==> config.mk <==
export PLATFORM = sky130hd
export DESIGN_NAME = tsw_seq
export DESIGN_NICKNAME = d
export VERILOG_FILES = /design/src/rtl/tsw_pkg.sv /design/src/rtl/tsw_ctrl.sv /design/src/rtl/tsw_dp.sv /design/src/rtl/tsw_seq.sv
export SDC_FILE = /design/constraint.sdc
export NUM_CORES = 1
export LEC_CHECK = 0
export ABC_AREA = 1
export BUFFER_PORTS_ARGS = -buffer_cell sky130_fd_sc_hd__buf_2
export CELL_PAD_IN_SITES_DETAIL_PLACEMENT = 1
export CELL_PAD_IN_SITES_GLOBAL_PLACEMENT = 1
export CORE_ASPECT_RATIO = 0.75
export CORE_MARGIN = 2
export CORE_UTILIZATION = 29
export CTS_CLUSTER_SIZE = 8
export DETAILED_ROUTE_END_ITERATION = 16
export PLACE_DENSITY = 0.83
export SLEW_MARGIN = 20
export SYNTH_ARGS = -nofsm -noshare
export SYNTH_HDL_FRONTEND = slang
export SYNTH_SLANG_ARGS = --single-unit
==> constraint.sdc <==
create_clock -name clk -period 2.56 [get_ports clk]
set_clock_uncertainty 0.15 [all_clocks]
set_input_delay 0.128 -clock clk [delete_from_list [all_inputs] [get_ports clk]]
set_output_delay 0.128 -clock clk [all_outputs]
set_load 0.005 [all_outputs]
==> src/rtl/tsw_pkg.sv <==
package tsw_pkg;
  typedef enum logic [2:0] {
    F_NONE   = 3'd0,
    F_LOCAL  = 3'd1,
    F_TYPE   = 3'd2,
    F_PRIV   = 3'd3,
    F_ABSENT = 3'd4,
    F_LIMIT  = 3'd5,
    F_BADCS  = 3'd6
  } fault_e;

  // control-to-datapath strobes
  typedef struct packed {
    logic latchReq;
    logic descRd;
    logic takeGate;
    logic latchTss;
    logic saveWr;
    logic commit;
    logic loadRd;
    logic rfWr;
    logic takeCpl;
  } strobe_t;

  localparam int BUSY_BIT = 51;
  localparam logic [1:0] K_TSS  = 2'b01;
  localparam logic [1:0] K_GATE = 2'b10;
endpackage

==> src/rtl/tsw_ctrl.sv <==
module tsw_ctrl
  import tsw_pkg::*;
#(
  parameter int WORDS   = 8,
  parameter int CS_WORD = 2,
  parameter int CW      = 4
) (
  input  logic          clk,
  input  logic          rstN,
  input  logic          reqValid,
  input  logic          reqTi,
  input  logic [1:0]    curRpl,
  input  logic [1:0]    cpl,
  input  logic [63:0]   descRdata,
  input  logic [31:0]   ctxRdata,
  output logic          reqReady,
  output logic          busy,
  output logic          done,
  output logic          fault,
  output logic          faultIncoming,
  output fault_e        faultCode,
  output strobe_t       stb,
  output logic [CW-1:0] cnt
);
  localparam logic [15:0] MIN_LIMIT = 16'(4 * WORDS - 1);

  typedef enum logic [2:0] {
    S_IDLE, S_FETCH, S_CHECK, S_SAVE, S_COMMIT, S_LOAD, S_DONE, S_FAULT
  } state_e;

  state_e        st, stN;
  logic          hop, hopN, incN;
  logic [CW-1:0] cntN;
  fault_e        codeN;

  logic [1:0]  kind, dpl, maxPl;
  logic        present, csHit, csBad;
  logic [15:0] limit;
  logic        targetTi;
  logic        unusedBits;

  assign kind     = descRdata[53:52];
  assign dpl      = descRdata[49:48];
  assign present  = descRdata[50];
  assign limit    = descRdata[47:32];
  assign targetTi = descRdata[2];
  assign maxPl    = (cpl > curRpl) ? cpl : curRpl;
  assign csHit    = (cnt != '0) && ((cnt - 1'b1) == CW'(CS_WORD));
  assign csBad    = csHit && (ctxRdata[15:3] == '0);
  assign unusedBits = ^{descRdata[63:54], descRdata[51], descRdata[31:3],
                        descRdata[1:0], ctxRdata[31:16], ctxRdata[2:0]};

  assign reqReady = (st == S_IDLE);
  assign busy     = (st != S_IDLE);
  assign done     = (st == S_DONE);
  assign fault    = (st == S_FAULT);

  always_ff @(posedge clk) begin
    if (!rstN) begin
      st            <= S_IDLE;
      hop           <= 1'b0;
      cnt           <= '0;
      faultCode     <= F_NONE;
      faultIncoming <= 1'b0;
    end else begin
      st            <= stN;
      hop           <= hopN;
      cnt           <= cntN;
      faultCode     <= codeN;
      faultIncoming <= incN;
    end
  end

  always_comb begin
    stN   = st;
    hopN  = hop;
    cntN  = cnt;
    codeN = faultCode;
    incN  = faultIncoming;
    stb   = '0;
    unique case (st)
      S_IDLE: if (reqValid) begin
        stb.latchReq = 1'b1;
        hopN  = 1'b0;
        incN  = 1'b0;
        codeN = F_NONE;
        if (reqTi) begin
          stN   = S_FAULT;
          codeN = F_LOCAL;
        end else stN = S_FETCH;
      end
      S_FETCH: begin
        stb.descRd = 1'b1;
        stN = S_CHECK;
      end
      S_CHECK: begin
        if (!hop && (dpl > maxPl)) begin
          stN = S_FAULT; codeN = F_PRIV;
        end else if (!hop && kind == K_GATE) begin
          if (targetTi) begin
            stN = S_FAULT; codeN = F_LOCAL;
          end else begin
            stb.takeGate = 1'b1;
            hopN = 1'b1;
            stN  = S_FETCH;
          end
        end else if (kind != K_TSS) begin
          stN = S_FAULT; codeN = F_TYPE;
        end else if (!present) begin
          stN = S_FAULT; codeN = F_ABSENT;
        end else if (limit < MIN_LIMIT) begin
          stN = S_FAULT; codeN = F_LIMIT;
        end else begin
          stb.latchTss = 1'b1;
          cntN = '0;
          stN  = S_SAVE;
        end
      end
      S_SAVE: begin
        stb.saveWr = 1'b1;
        if (cnt == CW'(WORDS - 1)) stN = S_COMMIT;
        else cntN = cnt + 1'b1;
      end
      S_COMMIT: begin
        stb.commit = 1'b1;
        cntN = '0;
        stN  = S_LOAD;
      end
      S_LOAD: begin
        stb.loadRd = (cnt != CW'(WORDS));
        if (csBad) begin
          stN = S_FAULT; codeN = F_BADCS; incN = 1'b1;
        end else begin
          stb.rfWr    = (cnt != '0);
          stb.takeCpl = csHit;
          if (cnt == CW'(WORDS)) stN = S_DONE;
          else cntN = cnt + 1'b1;
        end
      end
      S_DONE:  stN = S_IDLE;
      S_FAULT: stN = S_IDLE;
      default: stN = S_IDLE;
    endcase
  end
endmodule

==> src/rtl/tsw_dp.sv <==
module tsw_dp
  import tsw_pkg::*;
#(
  parameter int          WORDS         = 8,
  parameter int          IDXW          = 3,
  parameter int          CW            = 4,
  parameter logic [15:0] RESET_TR_SEL  = 16'h0008,
  parameter logic [31:0] RESET_TR_BASE = 32'h0000_1000
) (
  input  logic            clk,
  input  logic            rstN,
  input  strobe_t         stb,
  input  logic [CW-1:0]   cnt,
  input  logic [15:0]     reqSel,
  input  logic [31:0]     reqNextIp,
  input  logic [63:0]     descRdata,
  input  logic [31:0]     ctxRdata,
  input  logic [31:0]     rfRdata,
  output logic [1:0]      curRpl,
  output logic            descRdEn,
  output logic            descWrEn,
  output logic [12:0]     descIdx,
  output logic [63:0]     descWdata,
  output logic            ctxRdEn,
  output logic            ctxWrEn,
  output logic [31:0]     ctxAddr,
  output logic [31:0]     ctxWdata,
  output logic [IDXW-1:0] rfIdx,
  output logic            rfWrEn,
  output logic [31:0]     rfWdata,
  output logic [15:0]     trSel,
  output logic            tsFlag,
  output logic [1:0]      cpl
);
  logic [15:0] selQ;
  logic [31:0] nextIpQ, trBaseQ;
  logic [63:0] tssDescQ;

  always_ff @(posedge clk) begin
    if (!rstN) begin
      selQ     <= '0;
      nextIpQ  <= '0;
      tssDescQ <= '0;
      trSel    <= RESET_TR_SEL;
      trBaseQ  <= RESET_TR_BASE;
      tsFlag   <= 1'b0;
      cpl      <= 2'd0;
    end else begin
      if (stb.latchReq) begin
        selQ    <= reqSel;
        nextIpQ <= reqNextIp;
      end
      if (stb.takeGate) selQ     <= descRdata[15:0];
      if (stb.latchTss) tssDescQ <= descRdata;
      if (stb.commit) begin
        trSel   <= selQ;
        trBaseQ <= tssDescQ[31:0];
        tsFlag  <= 1'b1;
      end
      if (stb.takeCpl) cpl <= ctxRdata[1:0];
    end
  end

  assign curRpl    = selQ[1:0];
  assign descRdEn  = stb.descRd;
  assign descWrEn  = stb.commit;
  assign descIdx   = selQ[15:3];
  assign descWdata = tssDescQ | (64'd1 << BUSY_BIT);

  // one address generator serves both save and load, base switches at commit
  assign ctxRdEn  = stb.loadRd;
  assign ctxWrEn  = stb.saveWr;
  assign ctxAddr  = trBaseQ + (32'(cnt) << 2);
  assign ctxWdata = (cnt == '0) ? nextIpQ : rfRdata;

  assign rfIdx   = stb.rfWr ? IDXW'(cnt - 1'b1) : IDXW'(cnt);
  assign rfWrEn  = stb.rfWr;
  assign rfWdata = ctxRdata;
endmodule

==> src/rtl/tsw_seq.sv <==
module tsw_seq
  import tsw_pkg::*;
#(
  parameter int          WORDS         = 8,
  parameter int          CS_WORD       = 2,
  parameter logic [15:0] RESET_TR_SEL  = 16'h0008,
  parameter logic [31:0] RESET_TR_BASE = 32'h0000_1000
) (
  input  logic                       clk,
  input  logic                       rstN,
  input  logic                       reqValid,
  output logic                       reqReady,
  input  logic [15:0]                reqSel,
  input  logic [31:0]                reqNextIp,
  output logic                       busy,
  output logic                       done,
  output logic                       fault,
  output logic [2:0]                 faultCode,
  output logic                       faultIncoming,
  output logic                       descRdEn,
  output logic                       descWrEn,
  output logic [12:0]                descIdx,
  output logic [63:0]                descWdata,
  input  logic [63:0]                descRdata,
  output logic                       ctxRdEn,
  output logic                       ctxWrEn,
  output logic [31:0]                ctxAddr,
  output logic [31:0]                ctxWdata,
  input  logic [31:0]                ctxRdata,
  output logic [$clog2(WORDS)-1:0]   rfIdx,
  input  logic [31:0]                rfRdata,
  output logic                       rfWrEn,
  output logic [31:0]                rfWdata,
  output logic [15:0]                trSel,
  output logic                       tsFlag,
  output logic [1:0]                 cpl
);
  localparam int IDXW = $clog2(WORDS);
  localparam int CW   = $clog2(WORDS + 1);

  strobe_t       stb;
  logic [CW-1:0] cnt;
  logic [1:0]    curRpl;
  fault_e        code;

  assign faultCode = code;

  tsw_ctrl #(.WORDS(WORDS), .CS_WORD(CS_WORD), .CW(CW)) u_ctrl (
    .clk(clk), .rstN(rstN), .reqValid(reqValid), .reqTi(reqSel[2]),
    .curRpl(curRpl), .cpl(cpl), .descRdata(descRdata), .ctxRdata(ctxRdata),
    .reqReady(reqReady), .busy(busy), .done(done), .fault(fault),
    .faultIncoming(faultIncoming), .faultCode(code), .stb(stb), .cnt(cnt)
  );

  tsw_dp #(.WORDS(WORDS), .IDXW(IDXW), .CW(CW),
           .RESET_TR_SEL(RESET_TR_SEL), .RESET_TR_BASE(RESET_TR_BASE)) u_dp (
    .clk(clk), .rstN(rstN), .stb(stb), .cnt(cnt), .reqSel(reqSel),
    .reqNextIp(reqNextIp), .descRdata(descRdata), .ctxRdata(ctxRdata),
    .rfRdata(rfRdata), .curRpl(curRpl), .descRdEn(descRdEn),
    .descWrEn(descWrEn), .descIdx(descIdx), .descWdata(descWdata),
    .ctxRdEn(ctxRdEn), .ctxWrEn(ctxWrEn), .ctxAddr(ctxAddr),
    .ctxWdata(ctxWdata), .rfIdx(rfIdx), .rfWrEn(rfWrEn), .rfWdata(rfWdata),
    .trSel(trSel), .tsFlag(tsFlag), .cpl(cpl)
  );
endmodule

After elaboration in Yosys (flattened, before gate mapping)
Cells that the tools add are included.
{"block": "totals", "elab_cells": 126, "output_inout_bits": 208, "register_bits": 175}
{"block": "op_classes", "addsub": 3, "reduce_logical": 21, "muxes": 58, "n_eq_ne": 29, "order_cmp": 3}
{"op": "2-to-1 mux 3 bit", "count": 21}
{"op": "adder 32 x 6 -> 32 bit", "count": 1}
{"op": "2-to-1 mux 16 bit", "count": 2}
{"op": "2-to-1 mux 32 bit", "count": 1}
{"op": "2-to-1 mux 4 bit", "count": 8}
{"op": "one-hot mux 3 bit (7 select lines)", "count": 1}
{"op": "!= test 2 bit, second input constant", "count": 10}
{"op": "2-to-1 mux 1 bit", "count": 17}
{"op": "< comparator 16 x 5 -> 1 bit, second input constant", "count": 1}
{"op": "one-hot mux 4 bit (4 select lines)", "count": 1}
{"op": "logical NOT 13 bit", "count": 1}
{"op": "== test 3 bit, second input constant", "count": 4}
{"op": "AND reduction 5 bit", "count": 2}
{"op": "one-hot mux 3 bit (3 select lines)", "count": 1}
{"op": "AND reduction 9 bit", "count": 1}
{"op": "2-to-1 mux 2 bit", "count": 4}
{"op": "!= test 2 x 1 -> 1 bit, second input constant", "count": 4}
{"op": "nonzero test 4 bit", "count": 2}
{"op": "== test 3 x 2 -> 1 bit, second input constant", "count": 2}
{"op": "!= test 6 x 2 -> 1 bit, second input constant", "count": 1}
{"op": "AND reduction 3 bit", "count": 2}
{"op": "nonzero test 2 bit", "count": 3}
{"op": "nonzero test 3 bit", "count": 2}
{"op": "adder 4 x 1 -> 4 bit, second input constant", "count": 1}
{"op": "other kinds (16)", "count": 21}

Longest topological paths before layout
{"block": "logic_depth", "depth_word": 8, "ltp_mapped": 19, "mapped_depth_nobuf": 19}

Modules after synthesis
Synthesis repeated with hierarchy kept, for this count alone.
{"block": "unflattened", "hier_cells": 1209, "hier_area_um2": 8792.2}
{"module": "tsw_dp", "n_inst": 1, "cells_per_inst": 1003, "area_each_um2": 7472.2}
{"module": "tsw_ctrl", "n_inst": 1, "cells_per_inst": 206, "area_each_um2": 1320.0}

Worst setup path after synthesis
Ideal clock, no wire load.
{"block": "synth_timing", "path_kind": "register to register", "from": "register u_dp.cpl[1]", "to": "register u_dp.selQ[10]", "arrival_ns": 2.208, "n_path_buf": 1, "setup_ns": 0.074, "path_slack_ns": 0.127, "required_ns": 2.336, "stages_incl_launch_ff": 13, "path_cell_list": "dfxtp_1 -> inv_1 -> ha_1 -> nor2_1 -> o22ai_1 -> o21ai_0 -> ha_1 -> a21oi_1 -> nand2_1 -> nand2_2 -> clkbuf_1 -> o211ai_1 -> a31oi_1"}
{"block": "synth_between", "elab_chain_len": 7, "word_cells_on_any_way": 8}
{"element": "start: declaration", "line_no": "tsw_dp.sv:33", "source": "output logic [1:0] cpl"}
{"element": "start signal: assignment", "line_no": "tsw_dp.sv:60", "source": "if (stb.takeCpl) cpl <= ctxRdata[1:0];"}
{"element": "greater-than comparator 2 bit", "line_no": "tsw_ctrl.sv:47", "source": "assign maxPl = (cpl > curRpl) ? cpl : curRpl;"}
{"element": "2-to-1 mux 2 bit (*)", "line_no": "tsw_ctrl.sv:47"}
{"element": "greater-than comparator 2 bit (*)", "line_no": "tsw_ctrl.sv:97", "source": "if (!hop && (dpl > maxPl)) begin"}
{"element": "logical AND 1 bit (*)", "line_no": "tsw_ctrl.sv:97"}
{"element": "2-to-1 mux 2 bit (*)", "line_no": "tsw_ctrl.sv:97"}
{"element": "2-to-1 mux 2 bit (*)", "line_no": "tsw_ctrl.sv:81", "source": "unique case (st)"}
{"element": "2-to-1 mux 16 bit or nonzero test 2 bit (tied branches)"}
{"element": "end signal: assignment", "line_no": "tsw_dp.sv:50", "source": "selQ <= reqSel;"}
{"element": "end signal: assignment", "line_no": "tsw_dp.sv:53", "source": "if (stb.takeGate) selQ <= descRdata[15:0];"}
{"element": "end: declaration", "line_no": "tsw_dp.sv:35", "source": "logic [15:0] selQ;"}
Every way passes the cells marked *; elsewhere a longest branch is shown, timed or not.
A chain may end at the register's enable or synchronous reset.

Worst setup path in the final report
{"block": "layout_timing", "from": "register u_dp.cpl[1]", "to": "register u_dp.tssDescQ[41]"}
{"block": "layout_between", "elab_chain_len": 6}
{"element": "greater-than comparator 2 bit", "line_no": "tsw_ctrl.sv:47"}
{"element": "2-to-1 mux 2 bit (*)", "line_no": "tsw_ctrl.sv:47"}
{"element": "greater-than comparator 2 bit (*)", "line_no": "tsw_ctrl.sv:97"}
{"element": "logical AND 1 bit (*)", "line_no": "tsw_ctrl.sv:97"}
{"element": "2-to-1 mux 2 bit (*)", "line_no": "tsw_ctrl.sv:97"}
{"element": "2-to-1 mux 2 bit (*)", "line_no": "tsw_ctrl.sv:81"}
{"element": "end signal: assignment", "line_no": "tsw_dp.sv:54", "source": "if (stb.latchTss) tssDescQ <= descRdata;"}
{"element": "end: declaration", "line_no": "tsw_dp.sv:37", "source": "logic [63:0] tssDescQ;"}
Marked as above.

==> qor.yml <==
finalSetupViolCount: 59
worst_pin_slew_ps: 704
min_path_type: "in2reg"
period_needed_ps: 2700
fp.dieW_um: 200
core_area_sq_um: 28200
grt_remaining_overflow: 0
finalCritPeriodShare: 1.06
mostFrequentLayoutCells: "buf_2 (349), nor2_1 (201), dfxtp_1 (166)"
cp.arrival_ps: 2880
synth_area_per_cell_sq_um: 7.17
area_growth_pct: 56.7
status: "complete, but fails checks"
synth_nets: 1362
rsz0062_at_grt: "yes"
drtPass1Iterations: 5
layout-drive-gt1-share: 0.375
finalInstanceArea_sq_um: 13100
synth-seq-cells: 174
yosysSeqAreaShare: 0.415
irDropWorstVdd_uv: 487
placed_cell_area_sq_um: 10200
critPathLaunchType: "register"
dp_slack_ps: -43.6
final-hold-violation-count: 0
routed_via_density: 5.04
drt-total-wl_mm: 42.7
endpoint_kind: "register"
ctsRootBufferMaster: "clkbuf_16"
relSlewSlack: 0.527
clk_pin_slew_ps: 80
vias: 10093
violations: "setup timing"
cts_tree: "yes"
grt_pass1_wl_mm: 59.8
drt_iter0_drc: 487
netlist_top_cells_area: "dfxtp_1 (42%), nor2_1 (10%), o21ai_0 (9.8%)"
max_freq_mhz: 370
yosysUniqueCellTypes: 37
crit_required_ps: 2740
ys_warn_count: 0
initial_core_util: 0.297
path_class: "reg2reg"
stdcell_count: 2001
placed_cells: 1824
gp_congestion: 0.893
final_common_cell: "buf_2"
cts.path.max_buffers: 2
syn_inst: 1170
wl_per_cell_um: 21.3
die_h_um: 151
ios: 387
p_per_area_nw_per_um2: 822
worstPathMaxFanout: 7
fin_nets: 1792
std_cell_rows: 53
die_area_sq_um: 30300
grt_antenna_before_repair: 4
clk_latency_ps: 440
netlist_area_sq_um: 8390
grt.total_usage: 0.257
synth_top_area_frac: 0.415
dpl.hpwl_mm: 24.5
finalWorstSetupSlack_ps: -144
cap_violations: 0
yosys.area.top_type: "dfxtp_1"
postRouteAntennaNets: 0
clock_sinks: 174
grt_pass1_vias: 10447
fin_util: 0.465
slew_viol_final: 0
cts_buffers: 17
leakage_nw: 6.05
htree_levels: 4
grt_start_max_net_pins: 95
drc: 0
io_buffer_count: 350
-- synth_stat cells, drive strengths merged --
library cell  number
nor2             235
o21ai            177
dfxtp            174
nand2            170
inv               98
buf               77
a21oi             65
clkbuf            33
nand3             27
xor2              21
o211ai            17
a31oi             16
nand4             14
ha                12
nor3               9
xnor2              9
nor4               7
o21a               3
a211oi             1
a21boi             1
conb               1
fa                 1
nand3b             1
o22ai              1
-- what timing repair did --
item / 4_1_cts / 5_1_grt
pin swaps: 20 / 30
endpoints found under the hold margin: 115 / 0
cloned: 10 / 4
hold buffers: 112 / 0
setup buffers: 10 / 8
resized for setup: 113 / 144
endpoints found under the setup margin: 102 / 123
-- where the power goes --
| part | total (mW) | internal (mW) | switching (mW) |
|---|---|---|---|
| Combinational | 4.38 | 1.72 | 2.66 |
| Clock | 2.74 | 1.48 | 1.26 |
| Sequential | 3.68 | 3.23 | 0.452 |
| Total | 10.8 | 6.43 | 4.37 |
-- kinds of logic (layout without fill, tap and decap cells) --
kind of cell / after synthesis / in the layout / synth area share
flops: 174 / 174 / 0.415
compound gates: 281 / 281 / 0.179
other cells: 1 / 5 / 0.000447
fa+ha+maj: 13 / 13 / 0.0203
xor+xnor: 30 / 30 / 0.0313
simple gates: 463 / 463 / 0.229
buf+inv: 208 / 650 / 0.125
-- layer usage --
metal  GRT usage  vias to the layer above  part of all wire
met4      0.0993                        0             0.034
met5           0                        -                 0
li1            -                     4632                 -
met2       0.438                      465              0.47
met3      0.0742                      106             0.077
met1       0.309                     4890              0.42
-- critical path, cell delays in order, from the launching register on --
cell	delay, ps
dfxtp_2	330
inv_1	60
ha_4	250
o22ai_2	190
nand2_1	70
o21ai_1	80
ha_2	290
a21oi_2	180
a21oi_2	80
nand2_2	110
nor2_4	60
buf_12	150
buf_12	140
buf_16	150
o21ai_2	180
nor2_1	90
-- final cells by class --
type / instances / area, sq um
flip-flops and latches: 174 / 3500
clock inverters: 13 / 150
repair buffers: 521 / 3720
clock buffers: 18 / 439
inverters: 98 / 389
diodes: 4 / 10.0
multi-input cells: 788 / 4460
well taps: 385 / 482
fillers: 3454 / 15100
-- stage by stage --
step                setup TNS (ps)  hold WS, ps  power [mW]
floorplan                        0          113        5.88
global placement             -1.78          106        7.32
detailed placement            -282          106        7.46
CTS                          -1830         5.53        10.5
global route                -10680         99.1        11.4
finish                       -2390         20.4        10.8
-- final timing paths --
| check | slack [ps] | start | endpoint | cells past startpoint |
|---|---|---|---|---|
| worst max-delay path | -140 | u_dp.cpl[1] | u_dp.tssDescQ[41] | 15 |
| worst min-delay path | 20 | descRdata[53] | u_ctrl.faultCode[2] | 6 |
| worst max register to register | -140 | u_dp.cpl[1] | u_dp.tssDescQ[41] | 15 |
| worst min register to register | 300 | u_dp.nextIpQ[2] | u_dp.nextIpQ[2] | 2 |
-- registers in the layout, summed over array words and instances, names as in the netlist --
signal / count
u_dp.trBaseQ: 32
u_ctrl.cnt: 4
u_dp.cpl: 2
u_dp.tssDescQ: 63
u_dp.tsFlag: 1
u_dp.nextIpQ: 32
u_dp.selQ: 16
u_ctrl.st: 3
u_ctrl.faultCode: 3
u_dp.trSel: 16
u_ctrl.hop: 1
u_ctrl.faultIncoming: 1
Note: power is estimated with default switching activity, not from simulation.
